`src/rtl/ostm_pkg.sv`:
```
package ostm_pkg;
    localparam int unsigned TS_W   = 32;
    localparam int unsigned OPT_W  = 2;
    localparam int unsigned ADDR_W = 2;

    localparam int unsigned OPT_EN  = 0;
    localparam int unsigned OPT_ONE = 1;

    localparam logic [ADDR_W-1:0] A_TSTAMP = 2'd0;
    localparam logic [ADDR_W-1:0] A_RELOAD = 2'd1;
    localparam logic [ADDR_W-1:0] A_STATUS = 2'd2;

    typedef enum logic {
        TMR_OFF   = 1'b0,
        TMR_COUNT = 1'b1
    } tmr_state_t;
endpackage

```
`src/rtl/ostm_timestamp.sv`:
```
module ostm_timestamp #(
    parameter int unsigned W = 32
) (
    input  logic         clk,
    input  logic         rst_n,
    input  logic         load,
    input  logic [W-1:0] load_val,
    output logic [W-1:0] ts
);
    always_ff @(posedge clk) begin
        if (!rst_n)
            ts <= '0;
        else if (load)
            ts <= load_val;
        else
            ts <= ts + W'(1);
    end
endmodule

```
`src/rtl/ostm_tick.sv`:
```
module ostm_tick
    import ostm_pkg::*;
#(
    parameter int unsigned W    = 32,
    parameter int unsigned OPTS = 2
) (
    input  logic         clk,
    input  logic         rst_n,
    input  logic         wr,
    input  logic [W-1:0] wdata,
    output logic [W-1:0] reload_q,
    output logic [W-1:0] count,
    output tmr_state_t   state,
    output logic         expire
);
    localparam logic [W-1:0] OPT_MASK = W'((1 << OPTS) - 1);

    tmr_state_t  next_state;
    logic [W-1:0] reload_val;

    assign reload_val = reload_q & ~OPT_MASK;

    // State register
    always_ff @(posedge clk) begin
        if (!rst_n)
            state <= TMR_OFF;
        else
            state <= next_state;
    end

    // Next state and expiry
    always_comb begin
        expire     = (state == TMR_COUNT) && (count == '0) && !wr;
        next_state = state;
        unique case (state)
            TMR_OFF: begin
                if (wr && wdata[OPT_EN])
                    next_state = TMR_COUNT;                 // ARM
            end
            TMR_COUNT: begin
                if (wr)
                    next_state = wdata[OPT_EN] ? TMR_COUNT  // RESTART
                                               : TMR_OFF;   // DISARM
                else if (expire && reload_q[OPT_ONE])
                    next_state = TMR_OFF;                   // SINGLE_DONE
                else
                    next_state = TMR_COUNT;                 // TICK / REFILL
            end
            default: next_state = TMR_OFF;
        endcase
    end

    // Down-counter
    always_ff @(posedge clk) begin
        if (!rst_n)
            count <= '0;
        else if (wr && wdata[OPT_EN])
            count <= wdata & ~OPT_MASK;
        else if (state == TMR_COUNT && !wr) begin
            if (count == '0)
                count <= reload_val;
            else
                count <= count - W'(1);
        end
    end

    // Reload register; one-shot expiry drops its own enable
    always_ff @(posedge clk) begin
        if (!rst_n)
            reload_q <= '0;
        else if (wr)
            reload_q <= wdata;
        else if (expire && reload_q[OPT_ONE])
            reload_q[OPT_EN] <= 1'b0;
    end
endmodule

```
`src/rtl/ostm_status.sv`:
```
module ostm_status (
    input  logic clk,
    input  logic rst_n,
    input  logic set,
    input  logic clr,
    output logic pend
);
    always_ff @(posedge clk) begin
        if (!rst_n)
            pend <= 1'b0;
        else if (set)
            pend <= 1'b1;
        else if (clr)
            pend <= 1'b0;
    end
endmodule

```
`src/rtl/ostm_timer_unit.sv`:
```
module ostm_timer_unit
    import ostm_pkg::*;
#(
    parameter int unsigned W = TS_W
) (
    input  logic              clk,
    input  logic              rst_n,
    input  logic              reg_wen,
    input  logic [ADDR_W-1:0] reg_addr,
    input  logic [W-1:0]      reg_wdata,
    output logic [W-1:0]      reg_rdata,
    output logic              irq
);
    logic         ts_wr, rl_wr, st_clr;
    logic [W-1:0] ts_val, reload_q, tmr_count;
    tmr_state_t   tmr_state;
    logic         tmr_expire, pend;

    assign ts_wr  = reg_wen && (reg_addr == A_TSTAMP);
    assign rl_wr  = reg_wen && (reg_addr == A_RELOAD);
    assign st_clr = reg_wen && (reg_addr == A_STATUS) && reg_wdata[0];

    ostm_timestamp #(.W(W)) u_ts (
        .clk      (clk),
        .rst_n    (rst_n),
        .load     (ts_wr),
        .load_val (reg_wdata),
        .ts       (ts_val)
    );

    ostm_tick #(.W(W), .OPTS(OPT_W)) u_tick (
        .clk      (clk),
        .rst_n    (rst_n),
        .wr       (rl_wr),
        .wdata    (reg_wdata),
        .reload_q (reload_q),
        .count    (tmr_count),
        .state    (tmr_state),
        .expire   (tmr_expire)
    );

    ostm_status u_stat (
        .clk   (clk),
        .rst_n (rst_n),
        .set   (tmr_expire),
        .clr   (st_clr),
        .pend  (pend)
    );

    always_comb begin
        unique case (reg_addr)
            A_TSTAMP: reg_rdata = ts_val;
            A_RELOAD: reg_rdata = reload_q;
            A_STATUS: reg_rdata = {{(W-1){1'b0}}, pend};
            default:  reg_rdata = '0;
        endcase
    end

    assign irq = pend;
endmodule

```
`config.mk`:
```
export PLATFORM = sky130hd
export DESIGN_NAME = ostm_timer_unit
export DESIGN_NICKNAME = d
export VERILOG_FILES = /design/src/rtl/ostm_pkg.sv /design/src/rtl/ostm_timestamp.sv /design/src/rtl/ostm_tick.sv /design/src/rtl/ostm_status.sv /design/src/rtl/ostm_timer_unit.sv
export SDC_FILE = /design/constraint.sdc
export NUM_CORES = 1
export LEC_CHECK = 0
export BUFFER_PORTS_ARGS = -buffer_cell sky130_fd_sc_hd__clkbuf_2
export CORE_MARGIN = 3
export CORE_UTILIZATION = 50
export CTS_BUF_LIST = sky130_fd_sc_hd__clkbuf_8 sky130_fd_sc_hd__clkbuf_16
export CTS_CLUSTER_DIAMETER = 80
export CTS_CLUSTER_SIZE = 24
export DETAILED_ROUTE_END_ITERATION = 8
export PLACE_DENSITY = 0.74
export SYNTH_ARGS = -nofsm -noshare
export SYNTH_HDL_FRONTEND = slang
export SYNTH_SLANG_ARGS = --single-unit
```
`constraint.sdc`:
```
create_clock -name clk -period 2.5 [get_ports clk]
set_clock_uncertainty 0.05 [all_clocks]
set_input_delay 0.5 -clock clk [delete_from_list [all_inputs] [get_ports clk]]
set_output_delay 0.5 -clock clk [all_outputs]
set_load 0.03 [all_outputs]
```
==> results of run 1 <==
[repair_timing]
item / CTS / global route
resized for setup: 3 / 28
pin swaps: 1 / 12
setup buffers: 0 / 8
endpoints found under the setup margin: 23 / 31
gates cloned: 1 / 2
[registers in the layout (all words and copies together), names as in the netlist]
signal	flops
u_tick.state	1
u_stat.pend	1
u_ts.ts	32
u_tick.reload_q	32
u_tick.count	32
[Yosys cell counts (all sizes together) (4+ instances only)]
library cell | instances | share of area
a211oi | 13 | 0.018
a21oi | 57 | 0.053
a22oi | 30 | 0.042
and3 | 7 | 0.0081
buf | 9 | 0.012
clkbuf | 41 | 0.031
dfxtp | 98 | 0.36
inv | 8 | 0.0055
mux2i | 35 | 0.065
nand2 | 80 | 0.055
nand3 | 18 | 0.017
nand3b | 4 | 0.0055
nand4 | 8 | 0.0092
nor2 | 81 | 0.056
nor3 | 13 | 0.012
nor4 | 9 | 0.016
o211ai | 4 | 0.0065
o21ai | 43 | 0.040
o22ai | 21 | 0.024
o31ai | 5 | 0.0069
or2 | 4 | 0.0046
or3 | 7 | 0.0090
or4 | 10 | 0.017
xnor2 | 24 | 0.039
xor2 | 24 | 0.039
[metal layers]
layer / vias up / track usage
met5: - / 0
met1: 2716 / 0.363
met4: 0 / 0.110
met2: 257 / 0.481
li1: 2648 / -
met3: 37 / 0.0542
[power by group]
part | internal (uW) | switching [uW]
clock | 584 | 585
combinational | 687 | 850
sequential | 1640 | 76.4
total | 2910 | 1510
[path summary, 6_finish.rpt]
kind | from | to | slack, ps | depth (start not counted)
worst max-delay path | u_tick.count[24]$_SDFFE_PN0P_ | u_tick.count[25]$_SDFFE_PN0P_ | -20 | 5
worst min-delay path | reg_wdata[16] | u_tick.reload_q[16]$_SDFFE_PN0P_ | 310 | 3
worst max register to register | u_tick.count[24]$_SDFFE_PN0P_ | u_tick.count[25]$_SDFFE_PN0P_ | -20 | 5
worst min register to register | u_tick.reload_q[18]$_SDFFE_PN0P_ | u_tick.reload_q[18]$_SDFFE_PN0P_ | 430 | 2
[worst register-to-register path: cells and delay by family, from the launching register on]
kind            cells  cell delay, ps
simple gates        3            1710
compound gates      2             310
flops               1             330
[metrics by stage]
stage / power, uW / TNS [ps] / utilization / setup WS (ps)
final: 4420 / -34.1 / 0.630 / -15.1
after global routing: 4590 / -417 / 0.630 / -72.6
after CTS: 4220 / -141 / 0.615 / -26.0
after detailed placement: 3040 / -582 / 0.592 / -64.7
after global placement: 3000 / -40.1 / 0.592 / -24.3
after floorplan: 2660 / 0 / - / 4.41
[logic make-up after synthesis]
kind of cell | synth area share
XOR/XNOR | 0.0777
buffers and inverters | 0.0506
adder cells (fa/ha/maj) | 0.00462
AND/OR/NAND/NOR | 0.229
AO/OA/AOI/OAI | 0.210
multiplexers | 0.0647
flip-flops | 0.363
[cell type report]
type | count | share of cell area
flip-flops and latches | 98 | 0.300
well taps | 136 | 0.0259
multi-input cells | 528 | 0.499
clock inverters | 6 | 0.0126
inverters | 9 | 0.00553
repair buffers | 137 | 0.136
clock buffers | 10 | 0.0210
==> out/qor.yml, run 1 <==
logic_synthesis:
  yosysUniqueCellTypes: 60
  syn-cell-area_um2: 5410
  ys.flop_type: "dfxtp_1"
  synthCells: 683
  ys_seq_elements: 98
  synth_area_per_cell_um2: 7.92
  synthArstFlopShare: 0
  yosysWarnings: 0
  synth_nets: 722
  ys_seq_area_frac: 0.363
  synth_edf_count: 0
routing:
  drt_iter0_drc: 468
  post-route-drc-count: 0
  routed_via_density: 6.12
  detail_route.wl_per_cell_um: 18.9
  wl_met2_um: 8390
  wl_um: 17400
  highest_layer: "met4"
  drt_pass1_iterations: 5
  vias: 5658
  antenna_left: 0
  drt-met1-wl_um: 7440
  wl_met3_um: 1150
timing:
  setup_viol: 4
  period_minus_slack_ps: 2520
  fin_ws_ps: -15.1
  rsz0062_at_grt: "yes"
  finalHoldViolCount: 0
  relSlewSlack: 0.579
  finalMaxSlewViolations: 0
  holdWs_ps: 311
  fmax_mhz: 398
  period_share: 1.01
  tightest_slew_ps: 631
placed_design:
  place_area_um2: 6170
  portBuffers: 69
  detailed_place_hpwl_um: 12200
  gp_congestion: 0.961
  dp.cells: 897
floorplan:
  die_h_um: 110
  fp-row-count: 37
  initial_utilization: 0.520
  ios: 70
  core_um2: 10400
  die_w_um: 110
  die_area_um2: 12100
job:
  max_cap_viol_count: 0
clocking:
  cts_tree: "built"
  numCtsBuffers: 9
  clk_latency_ps: 390
  clk_pin_slew_ps: 100
  clock_sinks: 98
  ctsHoldBuffers: 0
  htree_levels: 3
  ctsRootBufferMaster: "clkbuf_8"
  clk_path_buf_depth: 2
critical_path:
  critPathKind: "reg -> reg"
  cp-start-kind: "flop"
  cp_slowest_cell: "or4_4"
  cp-end-kind: "flop"
  path_cells: "or4_4 -> or4_4 -> or4_4 -> o221ai_1 -> o22ai_1"
  path_delay_family: "simple AND/OR/NAND/NOR gates"
  worst-path-buf-inv: 0
  worstPathMaxFanout: 8
  required_ps: 2710
  crit_top_cell: "or4_4"
  crit_path_max_incr_delay_ps: 670
  cp.arrival_ps: 2730
power_and_ir_drop:
  ir_drop_mv: 0.538
  leakagePower_uw: 0.00262
  p_per_area_nw_per_um2: 674
finish:
  final_nets: 822
  fillers: 908
  most-common-layout-cells: "dfxtp_1, nand2_1, nor2_1, clkbuf_2, buf_4"
  mostFrequentLayoutCell: "dfxtp_1"
  design_area_um2: 6560
  area_delta_synth_final_pct: 21.2
  multiInputGateArea_um2: 3270
  insertedDiodeCount: 0
  regArea_um2: 1970
  drive_gt1_frac: 0.237
  stdcell_count: 924
hold_path:
  hp-class: "in -> reg"
global_route:
  grt_max_degree: 46
  grt_overflow: 0
  antenna_found_initial: 0
  grt_usage: 0.286
  grt_pass1_vias: 5271
  grt_pass1_wl_um: 27100
run_status:
  violations: "negative setup slack"
  status: "finished with violations"
Power figures use the tool's default switching activity.
==> run 2: changes to the inputs <==
--- a/config.mk
+++ b/config.mk
@@ -6,7 +6,7 @@
 export NUM_CORES = 1
 export LEC_CHECK = 0
 export BUFFER_PORTS_ARGS = -buffer_cell sky130_fd_sc_hd__clkbuf_2
-export CORE_MARGIN = 3
+export CORE_MARGIN = 5
 export CORE_UTILIZATION = 50
 export CTS_BUF_LIST = sky130_fd_sc_hd__clkbuf_8 sky130_fd_sc_hd__clkbuf_16
 export CTS_CLUSTER_DIAMETER = 80
==> run 2 against run 1 <==
Against the previous run: the flow now finishes without violations; cell count is 0.11% higher; maximum frequency is 1.3% higher; via count shrank 1.8%; die area grew 7.4%; first-iteration DRC count decreased by 26%; global-route usage is 3.5 points lower; worst setup slack better by 32 ps; sequential share of layout area up 0.073 points; sequential power hardly changed; critical endpoint is now u_tick.count[12]$_SDFFE_PN0P_.
==> out/qor.yml, run 2 (synthesis gave the netlist of run 1 again) <==
run_status:
  status: "finished clean"  # was finished with violations
job:
  max_cap_viol_count: 0  # unchanged
global_route:
  grt_overflow: 0  # unchanged
  grt_max_degree: 80  # was 46
  grt_usage: 0.251  # was 0.286
  grt_pass1_wl_um: 26500  # was 27100 um
  antenna_found_initial: 0  # unchanged
  grt_pass1_vias: 5292  # was 5271
timing:
  period_minus_slack_ps: 2480  # was 2520 ps
  finalHoldViolCount: 0  # unchanged
  fmax_mhz: 403  # was 398 MHz
  tightest_slew_ps: 588  # was 631 ps
  finalMaxSlewViolations: 0  # unchanged
  rsz0062_at_grt: "yes"  # unchanged
  relSlewSlack: 0.608  # was 0.579
  setup_viol: 0  # was 4
  period_share: 0.993  # was 1.01
finish:
  area_delta_synth_final_pct: 20.6  # was 21.2%
  most-common-layout-cells: "dfxtp_1, nand2_1, nor2_1, clkbuf_2, buf_4"  # unchanged
  final_util: 0.608  # was 0.630
  design_area_um2: 6530  # was 6560 um2
  reg.largest.list: "u_tick.count (32), u_tick.reload_q (32), u_ts.ts (32)"  # unchanged
  fillers: 963  # was 908
  insertedDiodeCount: 0  # unchanged
  mostFrequentLayoutCell: "dfxtp_1"  # unchanged
  drive_gt1_frac: 0.236  # was 0.237
  final_nets: 819  # was 822
critical_path:
  required_ps: 2710  # about the same
  cp-start-kind: "flop"  # unchanged
  r2r_setup_slack_ps: 20  # was -20 ps
  timing.rr.start: "u_tick.count[24]$_SDFFE_PN0P_"  # unchanged
  worstPathMaxFanout: 8  # unchanged
  r2r_end: "u_tick.count[12]$_SDFFE_PN0P_"  # was u_tick.count[25]$_SDFFE_PN0P_
  cp-end-kind: "flop"  # unchanged
  cp.arrival_ps: 2690  # was 2730 ps
  critPathKind: "reg -> reg"  # unchanged
  cp-startpoint: "u_tick.count[24]$_SDFFE_PN0P_"  # unchanged
  rr_worst_depth: 5  # unchanged
placed_design:
  gp_congestion: 0.937  # was 0.961
  detailed_place_hpwl_um: 11500  # was 12200 um
  portBuffers: 69  # unchanged
  place_area_um2: 6170  # unchanged
floorplan:
  ios: 70  # unchanged
  fp-row-count: 38  # was 37
  die_w_um: 114  # was 110 um
  core_um2: 10700  # was 10400 um2
  die_h_um: 114  # was 110 um
  initial_utilization: 0.504  # was 0.520
  die_area_um2: 13000  # was 12100 um2
clocking:
  numCtsBuffers: 9  # unchanged
  ctsRootBufferMaster: "clkbuf_8"  # unchanged
  clk_latency_ps: 370  # was 390 ps
  clk_path_buf_depth: 2  # unchanged
  cts_tree: "built"  # unchanged
  clk_pin_slew_ps: 100  # about the same
  htree_levels: 3  # unchanged
  clock_sinks: 98  # unchanged
power_and_ir_drop:
  p_per_area_nw_per_um2: 642  # was 674 nW/um2
  leakagePower_uw: 0.00259  # was 0.00262 uW
  ir_drop_mv: 0.381  # was 0.538 mV
routing:
  detail_route.wl_per_cell_um: 17.9  # was 18.9 um
  post-route-drc-count: 0  # unchanged
  vias: 5554  # was 5658
  drt_iter0_drc: 346  # was 468
  wl_um: 16600  # was 17400 um
  drt_pass1_iterations: 5  # unchanged
  antenna_left: 0  # unchanged
  routed_via_density: 6.00  # was 6.12
hold_path:
  hp-class: "in -> reg"  # unchanged
  hold_path_depth: 3  # unchanged
  min_to: "u_tick.reload_q[1]$_SDFFE_PN0P_"  # was u_tick.reload_q[16]$_SDFFE_PN0P_
  hp-start: "reg_wdata[1]"  # was reg_wdata[16]
-- run 2: area by class of cell --
type                       instances  area, um2  area share
clock inverter                     6       35.0     0.00537
multi-input combinational        528       3300       0.505
sequential                        98       1960       0.301
tap                              140        175      0.0268
timing repair buffer             134        887       0.136
inverter                           9       33.8     0.00517
clock buffer                      10        138      0.0211
-- run 2: how the worst max path moves through the flow --
stage,end,cells after the start
6_report,u_tick.count[12]$_SDFFE_PN0P_,5
5_1_grt,u_tick.count[25]$_SDFFE_PN0P_,5
4_1_cts,u_tick.count[20]$_SDFFE_PN0P_,8
3_5_place_dp,u_tick.count[12]$_SDFFE_PN0P_,5
3_3_place_gp,u_tick.count[25]$_SDFFE_PN0P_,5
2_1_floorplan,u_tick.count[20]$_SDFFE_PN0P_,6
-- run 2: repair_timing --
item / CTS / global route
hold buffers: 0 / 0
gates cloned: 2 / 1
pin swaps: 2 / 14
gates resized for setup: 4 / 24
setup buffers: 0 / 9
setup endpoints to repair: 26 / 28
-- run 2: layer usage --
metal  vias to the layer above  GRT usage  part of all wire
met5                         -          0                 0
met4                         0     0.0768             0.024
met3                        37     0.0488             0.064
met2                       208      0.421              0.49
met1                      2665      0.326              0.43
li1                       2644          -                 -
-- run 2: per-stage QoR --
stage | total power [uW] | cells | hold WS (ps) | TNS [ps] | setup WS, ps
final | 4190 | 925 | 330 | 0 | 17.2
after global routing | 4400 | 925 | 333 | -202 | -59.0
after CTS | 4030 | 915 | 316 | 0 | 7.60
after detailed placement | 3040 | 897 | 423 | -476 | -56.0
after global placement | 3010 | 897 | 415 | -15.7 | -15.7
after floorplan | 2660 | 683 | 396 | 0 | 4.41
-- run 2: worst max-delay path: stages, from the launching register on --
cell	delay (ps)
dfxtp_1	320
or4_4	540
or4_4	470
or4_4	660
o21ai_0	230
o22ai_1	100
-- run 2: where the power goes --
group	switching (uW)	internal (uW)
Clock	554	380
Sequential	73.7	1640
Combinational	838	710
